`src/rtl/smbus_host_regs.sv`:
```
module smbus_host_regs #(
  parameter int ADDR_W  = 8,
  parameter int CMD_W   = 3,
  parameter logic [ADDR_W-1:0] STS_OFS = 'h00,
  parameter logic [ADDR_W-1:0] CTL_OFS = 'h02
) (
  input  logic              clk,
  input  logic              rst_n,
  input  logic [ADDR_W-1:0] reg_addr,
  input  logic              reg_wr,
  input  logic              reg_rd,
  input  logic [7:0]        reg_wdata,
  output logic [7:0]        reg_rdata,
  output logic              eng_launch,
  output logic [CMD_W-1:0]  eng_cmd,
  output logic              eng_pec,
  input  logic              eng_done,
  output logic              eng_nack_last,
  output logic              buf_ptr_clr,
  input  logic              tmo_hold,
  output logic              irq
);
  localparam int CMD_LSB = 2;
  localparam int B_IEN   = 0;
  localparam int B_LAST  = 5;
  localparam int B_START = 6;
  localparam int B_PEC   = 7;

  logic             busy, cmp_flag, ien, last_q, pec_en;
  logic [CMD_W-1:0] cmd_q;

  wire sts_hit  = reg_addr == STS_OFS;
  wire ctl_hit  = reg_addr == CTL_OFS;
  wire ctl_wr   = reg_wr && ctl_hit;
  wire sts_wr   = reg_wr && sts_hit;
  wire ctl_rd   = reg_rd && ctl_hit;
  wire done_ev  = eng_done && busy;
  wire start_ok = ctl_wr && reg_wdata[B_START] && !busy && !eng_launch;

  always_ff @(posedge clk) begin
    if (!rst_n) begin
      busy        <= 1'b0;
      cmp_flag    <= 1'b0;
      ien         <= 1'b0;
      last_q      <= 1'b0;
      pec_en      <= 1'b0;
      cmd_q       <= '0;
      eng_launch  <= 1'b0;
      eng_cmd     <= '0;
      eng_pec     <= 1'b0;
      buf_ptr_clr <= 1'b0;
    end else begin
      eng_launch  <= start_ok;
      buf_ptr_clr <= ctl_rd;
      if (start_ok) begin
        eng_cmd <= reg_wdata[CMD_LSB +: CMD_W];
        eng_pec <= pec_en;
      end
      if (done_ev)         busy <= 1'b0;
      else if (eng_launch) busy <= 1'b1;
      if (done_ev)                    cmp_flag <= 1'b1;
      else if (sts_wr && reg_wdata[1]) cmp_flag <= 1'b0;
      if (ctl_wr) begin
        ien    <= reg_wdata[B_IEN];
        pec_en <= reg_wdata[B_PEC];
        cmd_q  <= reg_wdata[CMD_LSB +: CMD_W];
      end
      if (tmo_hold)     last_q <= 1'b1;
      else if (ctl_wr)  last_q <= reg_wdata[B_LAST];
      else if (done_ev) last_q <= 1'b0;
    end
  end

  assign irq           = cmp_flag && ien;
  assign eng_nack_last = last_q;

  always_comb begin
    reg_rdata = '0;
    if (sts_hit) begin
      reg_rdata[0] = busy;
      reg_rdata[1] = cmp_flag;
    end else if (ctl_hit) begin
      reg_rdata[B_IEN]               = ien;
      reg_rdata[CMD_LSB +: CMD_W]    = cmd_q;
      reg_rdata[B_PEC]               = pec_en;
    end
  end

  assert_launch_pulse_R2: assert property (@(posedge clk) disable iff (!rst_n)
    eng_launch |=> !eng_launch);
  assert_busy_after_launch_R3: assert property (@(posedge clk) disable iff (!rst_n)
    eng_launch |=> busy);
  assert_busy_drop_R3: assert property (@(posedge clk) disable iff (!rst_n)
    busy && eng_done |=> !busy);
  assert_no_start_busy_R4: assert property (@(posedge clk) disable iff (!rst_n)
    busy && reg_wr && ctl_hit |=> !eng_launch);
  assert_done_sets_R5: assert property (@(posedge clk) disable iff (!rst_n)
    busy && eng_done |=> cmp_flag);
  assert_w1c_R6: assert property (@(posedge clk) disable iff (!rst_n)
    sts_wr && reg_wdata[1] && !(busy && eng_done) |=> !irq);
  assert_irq_gate_R7: assert property (@(posedge clk) disable iff (!rst_n)
    irq |-> ien && cmp_flag);
  assert_tmo_nack_R9: assert property (@(posedge clk) disable iff (!rst_n)
    tmo_hold |=> eng_nack_last);
  assert_ptr_clr_R10: assert property (@(posedge clk) disable iff (!rst_n)
    ctl_rd |=> buf_ptr_clr);
endmodule

```
`config.mk`:
```
export PLATFORM = sky130hd
export DESIGN_NAME = smbus_host_regs
export DESIGN_NICKNAME = d
export VERILOG_FILES = /design/src/rtl/smbus_host_regs.sv
export SDC_FILE = /design/constraint.sdc
export NUM_CORES = 1
export LEC_CHECK = 0
export ABC_AREA = 0
export BUFFER_PORTS_ARGS = -buffer_cell sky130_fd_sc_hd__buf_2
export CAP_MARGIN = 25
export CORE_MARGIN = 10
export CORE_UTILIZATION = 36
export DETAILED_ROUTE_END_ITERATION = 8
export GPL_ROUTABILITY_DRIVEN = 0
export GPL_TIMING_DRIVEN = 0
export PLACE_DENSITY_LB_ADDON = 0.12
export SKIP_LAST_GASP = 1
export SYNTH_ARGS = -nofsm -noshare
export SYNTH_HDL_FRONTEND = slang
export SYNTH_SLANG_ARGS = --single-unit
```
`constraint.sdc`:
```
create_clock -name clk -period 1.3 [get_ports clk]
set_input_delay 0.26 -clock clk [delete_from_list [all_inputs] [get_ports clk]]
set_output_delay 0.26 -clock clk [all_outputs]
set_load 0.02 [all_outputs]
```
=== After elaboration in Yosys (flattened, before gate mapping) ===
Index checks and enable logic that the tools add are counted.
W data, S select, Z words.

* Bitwise logic cells: 1
* Reductions and logical operators: 15
* Eq/ne operators: 1
* Muxes and demuxes: 12

{| class="wikitable"
|+ Operator list
! operator !! number
|-
| $mux W1 || 10
|-
| $logic_and A1 B1 Y1 || 9
|-
| $eq A8 B2 Y1 const B || 1
|-
| $logic_not A8 Y1 || 1
|-
| $mux W3 || 2
|-
| $reduce_bool A3 Y1 || 1
|-
| $logic_not A1 Y1 || 2
|-
| $reduce_bool A2 Y1 || 1
|-
| $reduce_or A2 Y1 || 1
|-
| $not A1 Y1 || 1
|}

* Register bits: 14
* Input port bits: 22
* Word-level logic and storage cells: 39
* Output and inout port bits: 16

=== Longest topological paths before layout ===
Gate-level depths: netlist (run 1).

* Depth after elaboration: 5
* Gate-level depth with buffers: 4

=== Worst setup path after synthesis (run 1) ===
No wires, ideal clock.

* Path kind: input port to output port
* Start point: input reg_addr[5]
* End point: output reg_rdata[0]
* Slack: -0.144 ns
* Stages on the path: 4
* Arrival time: 1.184 ns
* Path through: nor4_1 -> buf_2 -> and2_1 -> a22o_1

* Word-level cells in the longest chain between the ends: 3
* Elaborated cells on any way between the ends: 4
* Those cells by class: 1 x eq/ne; 2 x mux; 1 x reduce/logical

{| class="wikitable"
|+ RTL lines
! what !! line !! text
|-
| start, declared || 9 || <nowiki>input logic [ADDR_W-1:0] reg_addr,</nowiki>
|-
| $eq A8 B2 Y1 || 33 || <nowiki>wire ctl_hit = reg_addr == CTL_OFS;</nowiki>
|-
| $mux W1 || 82 || <nowiki>end else if (ctl_hit) begin</nowiki>
|-
| $mux W1 * || 79 || <nowiki>if (sts_hit) begin</nowiki>
|-
| end, declared || 13 || <nowiki>output logic [7:0] reg_rdata,</nowiki>
|}

Every way passes the cells marked *; elsewhere a longest branch is shown, timed or not.

=== Worst setup path after layout (run 1) ===
* Start point: input reg_addr[0]
* End point: output reg_rdata[3]

* Word-level cells in the longest chain between the ends: 3
* Elaborated cells on any way between the ends: 4
* Those cells by class: 1 x eq/ne; 2 x mux; 1 x reduce/logical

{| class="wikitable"
|+ RTL lines
! what !! line
|-
| $eq A8 B2 Y1 || 33
|-
| $mux W3 || 82
|-
| $mux W3 * || 79
|}

Marks and branches as above.

==> summary.md, run 1 <==
| Metric | Value |
|---|---|
| Max incr delay on CP | 340 ps |
| Via-to-Cell Ratio | 4.66 |
| Period utilisation layout | 112% |
| Die width | 62.9 um |
| Num CTS Buffers | 3 |
| Crit path launch type | input pin |
| Die Height | 62.9 um |
| Final Hold Fails | 0 |
| Asr flop ratio synth | 0% |
| Hpwl dp | 1440 um |
| Register clock-pin slew on the reported worst setup and hold paths | 80 ps |
| Hold buffers post-CTS | 0 |
| Final setup violation count | 6 |
| Syn-to-layout area delta | 64.9% |
| Main synth FF type | dfxtp_1 |
| DR WL/cell | 14.1 um |
| Mapped Cells | 71 |
| R2R cell count | 3 |
| Yosys warnings | 0 |
| Hold path depth | 2 |
| Initial Util | 38.0% |
| Antenna diode count | 0 |
| #FFs+latches synth | 14 |
| Pin count of the biggest net entering global routing | 11 |
| Failing checks | negative setup slack |
| Clock sinks | 14 |
| Worst Setup Slack, final | -156 ps |
| Avg Cell Area, Syn | 9.34 sq um |
| Synth top area share | 42.3% |
| Area contributors post-synth | dfxtp_1 42%, mux2i_1 14%, nand2_1 8.5%, and3_1 5.7%, and2_1 4.7% |
| Req. time, crit path | 1040 ps |
| Total GRT Usage | 9.59% |
| Initial detailed-routing violation count | 14 |
| Reg2reg end | eng_pec$_SDFFE_PN0P_ |
| Max Cap Viol | 0 |
| DR vias | 667 |
| Highest Clock Rate | 687 MHz |
| EDFF count, synth | 0 |
| Drc violations | 0 |
| Placed Cells | 131 |
| Fin Setup TNS | -662 ps |
| Clock Path Buffers | 2 |
| Endpoint class of the critical path | output port |
| Leakage | 0.571 nW |
| Clock Skew | 2.08 ps |
| DRT antenna net count | 0 |
| Peak supply drop | 0.000621 V |
| Routed WL | 2020 um |
| CP Max Fanout | 4 |
| Final-layout fill cell count | 157 |
| PD cells | 780 nW/um^2 |
| First-pass GRT wire length | 3140 um |
| DIE AREA | 3960 sq um |
| TritonRoute pass-1 iters | 4 |
| Critical path buffers and inverters | 3 |
| Cell Area, Synth | 663 sq um |
| Hold path startpoint | reg_wdata[1] |
| Synth cell types | 22 |
| Worst Hold Path EP | cmp_flag$_SDFFE_PN0P_ |
| Final #Nets | 141 |
| Core ar. | 1750 sq um |
| Slowest CP cell | nor4b_4 |
| Input/output buffers | 34 |
| Post-synthesis sequential area ratio | 42.3% |
| Run status | complete, but fails checks |
| Crit Path Category | input pin to output port |
| Minimum clock period | 1460 ps |
| Critical Path AT | 1200 ps |
| Critical Path, Cell by Cell | buf_8 > nor4b_4 > buf_4 > and3_4 > buf_6 |
| Pins Over Slew Limit | 0 |
| Final cell count without fillers | 143 |
| Antenna violations before repair | 0 |
| CP delay by family, top | simple AND/OR/NAND/NOR gates |
| Row count | 15 |
| I/O Pins | 38 |
| Clock root buffer master | clkbuf_4 |
| H-tree levels | 1 |
| TritonCTS clock tree | built |
| Worst r2r src | busy$_SDFFE_PP0P_ |
| Number of global-route vias before repair | 682 |
| Hold Path Class | input pin to flip-flop |
| R2R Setup Slk | 290 ps |
| Share of cells above drive strength 1 | 52.5% |
| Post-synth top area cell | dfxtp_1 |
| RSZ-0062 raised after global routing | yes |
| Total global routing overflow | 0 |
| Worst skew pair latency | 280 ps |
Yosys cell counts (2+ instances only):
| cell type | count |
|---|---|
| and3_1 | 6 |
| inv_1 | 2 |
| and2_1 | 5 |
| buf_4 | 2 |
| dfxtp_1 | 14 |
| nor2_1 | 2 |
| mux2i_1 | 9 |
| clkbuf_1 | 2 |
| nand2_1 | 15 |
| nor4_1 | 2 |
routing by layer:
layer / track usage, % / share of wire [%]
met1: 10.6 / 42
met3: 5.38 / 9.6
met2: 15.7 / 48
met5: 0 / 0
met4: 1.68 / 0.40
cells by family (layout without fill, tap and decap cells):
group	Yosys count	in the layout	share of synthesized area (%)
buffers and inverters	7	53	5.28
AOI/OAI and AO/OA	6	6	7.36
other	1	2	0.565
muxes	9	9	13.6
and+or+nand+nor	34	34	30.9
DFF	14	14	42.3
timing repair:
item / in CTS / in global routing
pin swaps: 3 / 3
endpoints found under the hold margin: 0 / 0
gates resized for setup: 22 / 9
endpoints found under the setup margin: 6 / 7
setup buffers: 6 / 2
gates cloned: 1 / 0
state kept, by name, indices dropped and copies added, names as in the netlist:
name,count
cmp_flag,1
eng_launch,1
cmd_q,3
eng_cmd,3
eng_pec,1
buf_ptr_clr,1
pec_en,1
ien,1
busy,1
eng_nack_last,1
worst max-delay path by stage:
stage	startpoint	to	slack (ps)	depth (start not counted)
finish	reg_addr[0]	reg_rdata[3]	-160	5
global route	reg_addr[0]	reg_rdata[3]	-190	5
CTS	reg_addr[2]	reg_rdata[3]	-170	5
detailed placement	reg_addr[0]	reg_rdata[0]	-450	5
global placement	reg_addr[0]	reg_rdata[0]	-450	5
floorplan	reg_addr[0]	reg_rdata[0]	-40	3
cells in the final DEF, fill, tap and decap left out, types with 3 or more instances in the layout:
master     n
and2_1     3
and3_4     3
buf_2     24
buf_4     11
buf_6      9
clkbuf_4   3
dfxtp_1   14
mux2i_1    9
nand2_1   15
final cells by class:
cell class | count | area, sq um | share of cell area, %
multi-input combinational | 51 | 412 | 37.6
inverter | 2 | 7.51 | 0.686
buffer | 5 | 30.0 | 2.75
clock buffer | 4 | 36.3 | 3.32
timing repair buffer | 42 | 297 | 27.1
tap | 25 | 31.3 | 2.86
sequential | 14 | 280 | 25.6
through the flow:
stage	utilization (%)	setup WS, ps	cell area [sq um]	hold WS (ps)	power (mW)
final	62.7	-156	1090	195	0.853
after global routing	62.7	-188	1090	203	0.889
after floorplan	-	-42.5	687	382	0.483
after detailed placement	50.9	-453	888	448	0.530
after global placement	50.9	-449	888	440	0.528
after CTS	60.3	-173	1050	186	0.857
power breakdown:
group,internal [mW],switching [mW],total [mW]
Clock,0.170,0.137,0.308
Combinational,0.0579,0.0553,0.113
Sequential,0.431,0.00141,0.432
Total,0.659,0.194,0.853
Power figures use the tool's default switching activity.
==> run 2: changes to the inputs <==
--- a/config.mk
+++ b/config.mk
@@ -14,7 +14,9 @@
 export GPL_ROUTABILITY_DRIVEN = 0
 export GPL_TIMING_DRIVEN = 0
 export PLACE_DENSITY_LB_ADDON = 0.12
+export REMOVE_ABC_BUFFERS = 1
 export SKIP_LAST_GASP = 1
+export SLEW_MARGIN = 20
 export SYNTH_ARGS = -nofsm -noshare
 export SYNTH_HDL_FRONTEND = slang
 export SYNTH_SLANG_ARGS = --single-unit
==> summary.md, run 2 (synthesis results as in run 1) <==
| Metric | Value |
|---|---|
| H-tree levels | 1 |
| Worst Setup Slack, final | -170 ps |
| Post-DP Area | 860 sq um |
| Minimum clock period | 1470 ps |
| Antenna violations before repair | 0 |
| Critical Path AT | 1210 ps |
| PD cells | 834 nW/um^2 |
| First-pass GRT wire length | 3240 um |
| WL met3 | 125 um |
| Crit path launch type | input pin |
| Syn-to-layout area delta | 52.8% |
| Crit path to | reg_rdata[4] |
| Row count | 15 |
| Initial Util | 38.0% |
| Pins Over Slew Limit | 0 |
| Drc violations | 0 |
| Period utilisation layout | 113% |
| R2R cell count | 3 |
| Worst skew pair latency | 280 ps |
| Final #Nets | 136 |
| Input/output buffers | 35 |
| Reg2reg end | eng_pec$_SDFFE_PN0P_ |
| Register clock-pin slew on the reported worst setup and hold paths | 80 ps |
| Die width | 62.9 um |
| Die Height | 62.9 um |
| Pin count of the biggest net entering global routing | 19 |
| Leakage | 0.541 nW |
| DR vias | 643 |
| Share of cells above drive strength 1 | 47.8% |
| Max Cap Viol | 0 |
| Crit Path Category | input pin to output port |
| Clock sinks | 14 |
| R2R Setup Slk | 300 ps |
| Total GRT Usage | 9.84% |
| Failing checks | negative setup slack |
| DR WL/cell | 13.4 um |
| Routed WL | 1850 um |
| Most common cell after layout, fill and taps aside | buf_2 |
| Met1 wire length | 921 um |
| Largest regs | cmd_q x3, eng_cmd x3 |
| Highest Clock Rate | 680 MHz |
| Clock Skew | 0.301 ps |
| DIE AREA | 3960 sq um |
| Hold Path Class | input pin to flip-flop |
| Initial detailed-routing violation count | 2 |
| Worst r2r src | busy$_SDFFE_PP0P_ |
| Antenna diode count | 0 |
| DRT antenna net count | 0 |
| Commonest non-fill, non-tap cells in the layout | 26 x buf_2, 15 x nand2_1, 14 x dfxtp_1 |
| Clock root buffer master | clkbuf_4 |
| Peak supply drop | 0.000524 V |
| Core ar. | 1750 sq um |
| TritonRoute pass-1 iters | 4 |
| Hpwl dp | 1390 um |
| CP Max Fanout | 5 |
| Clock Path Buffers | 2 |
| Total global routing overflow | 0 |
| RSZ-0062 raised after global routing | yes |
| Num CTS Buffers | 3 |
| Number of global-route vias before repair | 683 |
| Final setup violation count | 6 |
| Routed wl met2 | 774 um |
| Top Layer Used | met4 |
| Critical path origin | reg_addr[5] |
| Req. time, crit path | 1040 ps |
| Fin Hold WS | 187 ps |
| Final instance area | 1010 sq um |
| Endpoint class of the critical path | output port |
| Run status | complete, but fails checks |
| Via-to-Cell Ratio | 4.66 |
| Hold buffers post-CTS | 0 |
| TritonCTS clock tree | built |
| I/O Pins | 38 |
| Final Hold Fails | 0 |
[run 2: cell count changes in the layout (fill, tap and decap cells not counted), moves of 2 or more]
cell | before | now
and3_1 | 1 | 4
and3_2 | 2 | 0
buf_2 | 24 | 26
buf_4 | 11 | 9
buf_6 | 9 | 7
clkbuf_1 | 2 | 0
[run 2: worst min-delay path by stage]
stage,startpoint,to,slack [ps],depth (start not counted)
2_1_floorplan,rst_n,eng_nack_last$_SDFFE_PN0P_,380,1
3_3_place_gp,cmd_q[2]$_SDFFE_PN0P_,cmd_q[2]$_SDFFE_PN0P_,440,2
3_5_place_dp,eng_cmd[2]$_SDFFE_PN0P_,eng_cmd[2]$_SDFFE_PN0P_,450,2
4_1_cts,reg_wdata[1],cmp_flag$_SDFFE_PN0P_,180,2
5_1_grt,reg_wdata[1],cmp_flag$_SDFFE_PN0P_,190,2
6_report,reg_wdata[1],cmp_flag$_SDFFE_PN0P_,190,2
[run 2: worst max-delay path, cell delays in order]
cell and delay (ps):
buf_6 100, nor4_4 370, buf_4 190, and3_4 180
buf_6 110
[run 2: area by class of cell]
cell class              count  area (sq um)
fillers                   175           732
well taps                  25          31.3
flip-flops and latches     14           280
clock buffers               4          36.3
repair buffers             42           277
inverters                   2          7.51
multi-input cells          51           382
[run 2: where the power goes]
group          total [mW]  internal, mW  switching (mW)
logic              0.0972        0.0473          0.0498
clock network       0.316         0.171           0.145
registers           0.432         0.431         0.00110
total               0.845         0.649           0.196
[run 2: layer usage]
| layer | up-vias | GRT usage, % |
|---|---|---|
| met1 | 284 | 12.0 |
| met2 | 30 | 15.1 |
| li1 | 327 | - |
| met5 | - | 0 |
| met3 | 2 | 3.94 |
| met4 | 0 | 3.35 |
[run 2: per-stage QoR]
step	instances	setup WS [ps]	total power [mW]	utilization [%]	setup TNS, ps
detailed placement	128	-455	0.524	49.2	-5290
global route	138	-216	0.889	58.1	-1150
global placement	127	-1270	0.520	48.5	-21290
floorplan	67	-691	0.471	-	-10030
finish	138	-170	0.845	58.1	-848
CTS	138	-172	0.857	57.1	-857
[run 2: what timing repair did]
action,CTS,global route
endpoints found under the hold margin,0,0
gates resized for setup,14,4
pin swaps,4,1
endpoints found under the setup margin,9,6
setup buffers,6,0
==> run 3: changes to the inputs <==
--- a/config.mk
+++ b/config.mk
@@ -9,14 +9,14 @@
 export BUFFER_PORTS_ARGS = -buffer_cell sky130_fd_sc_hd__buf_2
 export CAP_MARGIN = 25
 export CORE_MARGIN = 10
-export CORE_UTILIZATION = 36
+export CORE_UTILIZATION = 40
+export CTS_BUF_LIST = sky130_fd_sc_hd__clkbuf_4
 export DETAILED_ROUTE_END_ITERATION = 8
 export GPL_ROUTABILITY_DRIVEN = 0
 export GPL_TIMING_DRIVEN = 0
 export PLACE_DENSITY_LB_ADDON = 0.12
 export REMOVE_ABC_BUFFERS = 1
 export SKIP_LAST_GASP = 1
-export SLEW_MARGIN = 20
 export SYNTH_ARGS = -nofsm -noshare
 export SYNTH_HDL_FRONTEND = slang
 export SYNTH_SLANG_ARGS = --single-unit
==> summary.md, run 3 (synthesis results as in run 1) <==
| Metric | Value |
|---|---|
| Run status | complete, but fails checks |
| Failing checks | negative setup slack |
| Slowest CP cell | nor4_4 |
| Number of global-route vias before repair | 650 |
| First-pass GRT wire length | 2740 um |
| Initial detailed-routing violation count | 6 |
| Worst skew pair latency | 270 ps |
| Period utilisation layout | 114% |
| Num CTS Buffers | 3 |
| Endpoint class of the critical path | output port |
| Row count | 14 |
| Via-to-Cell Ratio | 5.04 |
| Final #Nets | 134 |
| DR WL/cell | 14.2 um |
| Fin Setup TNS | -956 ps |
| Post-DP Area | 848 sq um |
| Pin count of the biggest net entering global routing | 19 |
| Worst Setup Slack, final | -185 ps |
| CP Max Fanout | 5 |
| Clock Path Buffers | 2 |
| Die width | 60.7 um |
| Antenna violations before repair | 0 |
| Crit-path most repeated cell | buf_6 |
| Drc violations | 0 |
| Share of cells above drive strength 1 | 47.3% |
| Total GRT Usage | 9.64% |
| Crit path launch type | input pin |
| Core ar. | 1540 sq um |
| Final instance area | 986 sq um |
| DR vias | 635 |
| Minimum clock period | 1490 ps |
| Critical Path AT | 1230 ps |
| Clock Skew | 0.372 ps |
| Max incr delay on CP | 390 ps |
| Final Hold Fails | 0 |
| TritonRoute pass-1 iters | 2 |
| Hold path depth | 2 |
| Placed Cells | 119 |
| Largest regs | cmd_q x3, eng_cmd x3 |
| Clock sinks | 14 |
| Hold Path Class | input pin to flip-flop |
| I/O Pins | 38 |
| Syn-to-layout area delta | 48.7% |
| R2R Setup Slk | 280 ps |
| RSZ-0062 raised after global routing | yes |
| Total global routing overflow | 0 |
| Final cell count without fillers | 126 |
| Final setup violation count | 6 |
| Highest Clock Rate | 673 MHz |
| Antenna diode count | 0 |
| Pins Over Slew Limit | 0 |
| Critical Path, Cell by Cell | buf_6 > nor4_4 > buf_4 > and3_4 > buf_6 |
| Initial Util | 43.0% |
| Fin Hold WS | 195 ps |
| Leakage | 0.516 nW |
| Req. time, crit path | 1040 ps |
| Input/output buffers | 35 |
| Register clock-pin slew on the reported worst setup and hold paths | 80 ps |
| Die Height | 60.7 um |
| TritonCTS clock tree | built |
| Hold buffers post-CTS | 0 |
| PD cells | 773 nW/um^2 |
| R2R cell count | 3 |
| Power Total | 763 uW |
| Crit Path Category | input pin to output port |
| Commonest non-fill, non-tap cells in the layout | 27 x buf_2, 15 x nand2_1, 14 x dfxtp_1 |
| Clock root buffer master | clkbuf_4 |
| H-tree levels | 1 |
| Routed WL | 1780 um |
| Peak supply drop | 0.000571 V |
| Most common cell after layout, fill and taps aside | buf_2 |
| DRT antenna net count | 0 |
| DIE AREA | 3690 sq um |
| Max Cap Viol | 0 |
| Hpwl dp | 1350 um |
[run 3: what timing repair did]
action / 4_1_cts / 5_1_grt
gates resized for setup: 13 / 7
endpoints found under the setup margin: 11 / 7
setup buffers: 4 / 0
pin swaps: 5 / 3
hold endpoints to repair: 0 / 0
[run 3: path summary, 6_finish.rpt]
kind	start	to
min	reg_wdata[1]	cmp_flag$_SDFFE_PN0P_
max reg2reg	busy$_SDFFE_PP0P_	eng_cmd[1]$_SDFFE_PN0P_
max	reg_addr[4]	reg_rdata[7]
min reg2reg	eng_cmd[2]$_SDFFE_PN0P_	eng_cmd[2]$_SDFFE_PN0P_
[run 3: cell type report]
cell class              instances  area, sq um
clock buffers                   3         22.5
fillers                       142          556
inverters                       2         7.51
multi-input cells              51          397
flip-flops and latches         14          280
well taps                      16         20.0
repair buffers                 40          259
[run 3: layer usage]
metal  up-vias  track usage (%)  part of all wire (%)
met2        27             15.1                    45
li1        328                -                     -
met3         2             4.80                    16
met4         0             5.64                  0.50
met5         -                0                     0
met1       278             10.2                    38
[run 3: report_power, final]
| group | switching, mW | internal [mW] |
|---|---|---|
| Sequential | 0.000935 | 0.431 |
| Combinational | 0.0508 | 0.0446 |
| Clock | 0.128 | 0.107 |
[run 3: per-stage QoR]
| step | worst slack [ps] | utilization [%] |
|---|---|---|
| 2_1_floorplan | -691 | - |
| 3_3_place_gp | -1270 | 54.1 |
| 3_5_place_dp | -428 | 55.0 |
| 4_1_cts | -169 | 61.9 |
| 5_1_grt | -252 | 64.0 |
| 6_report | -185 | 64.0 |
[run 3: critical path, delay by kind of cell]
family	cells	cell delay, ps
buffers and inverters	3	400
and+or+nand+nor	2	570
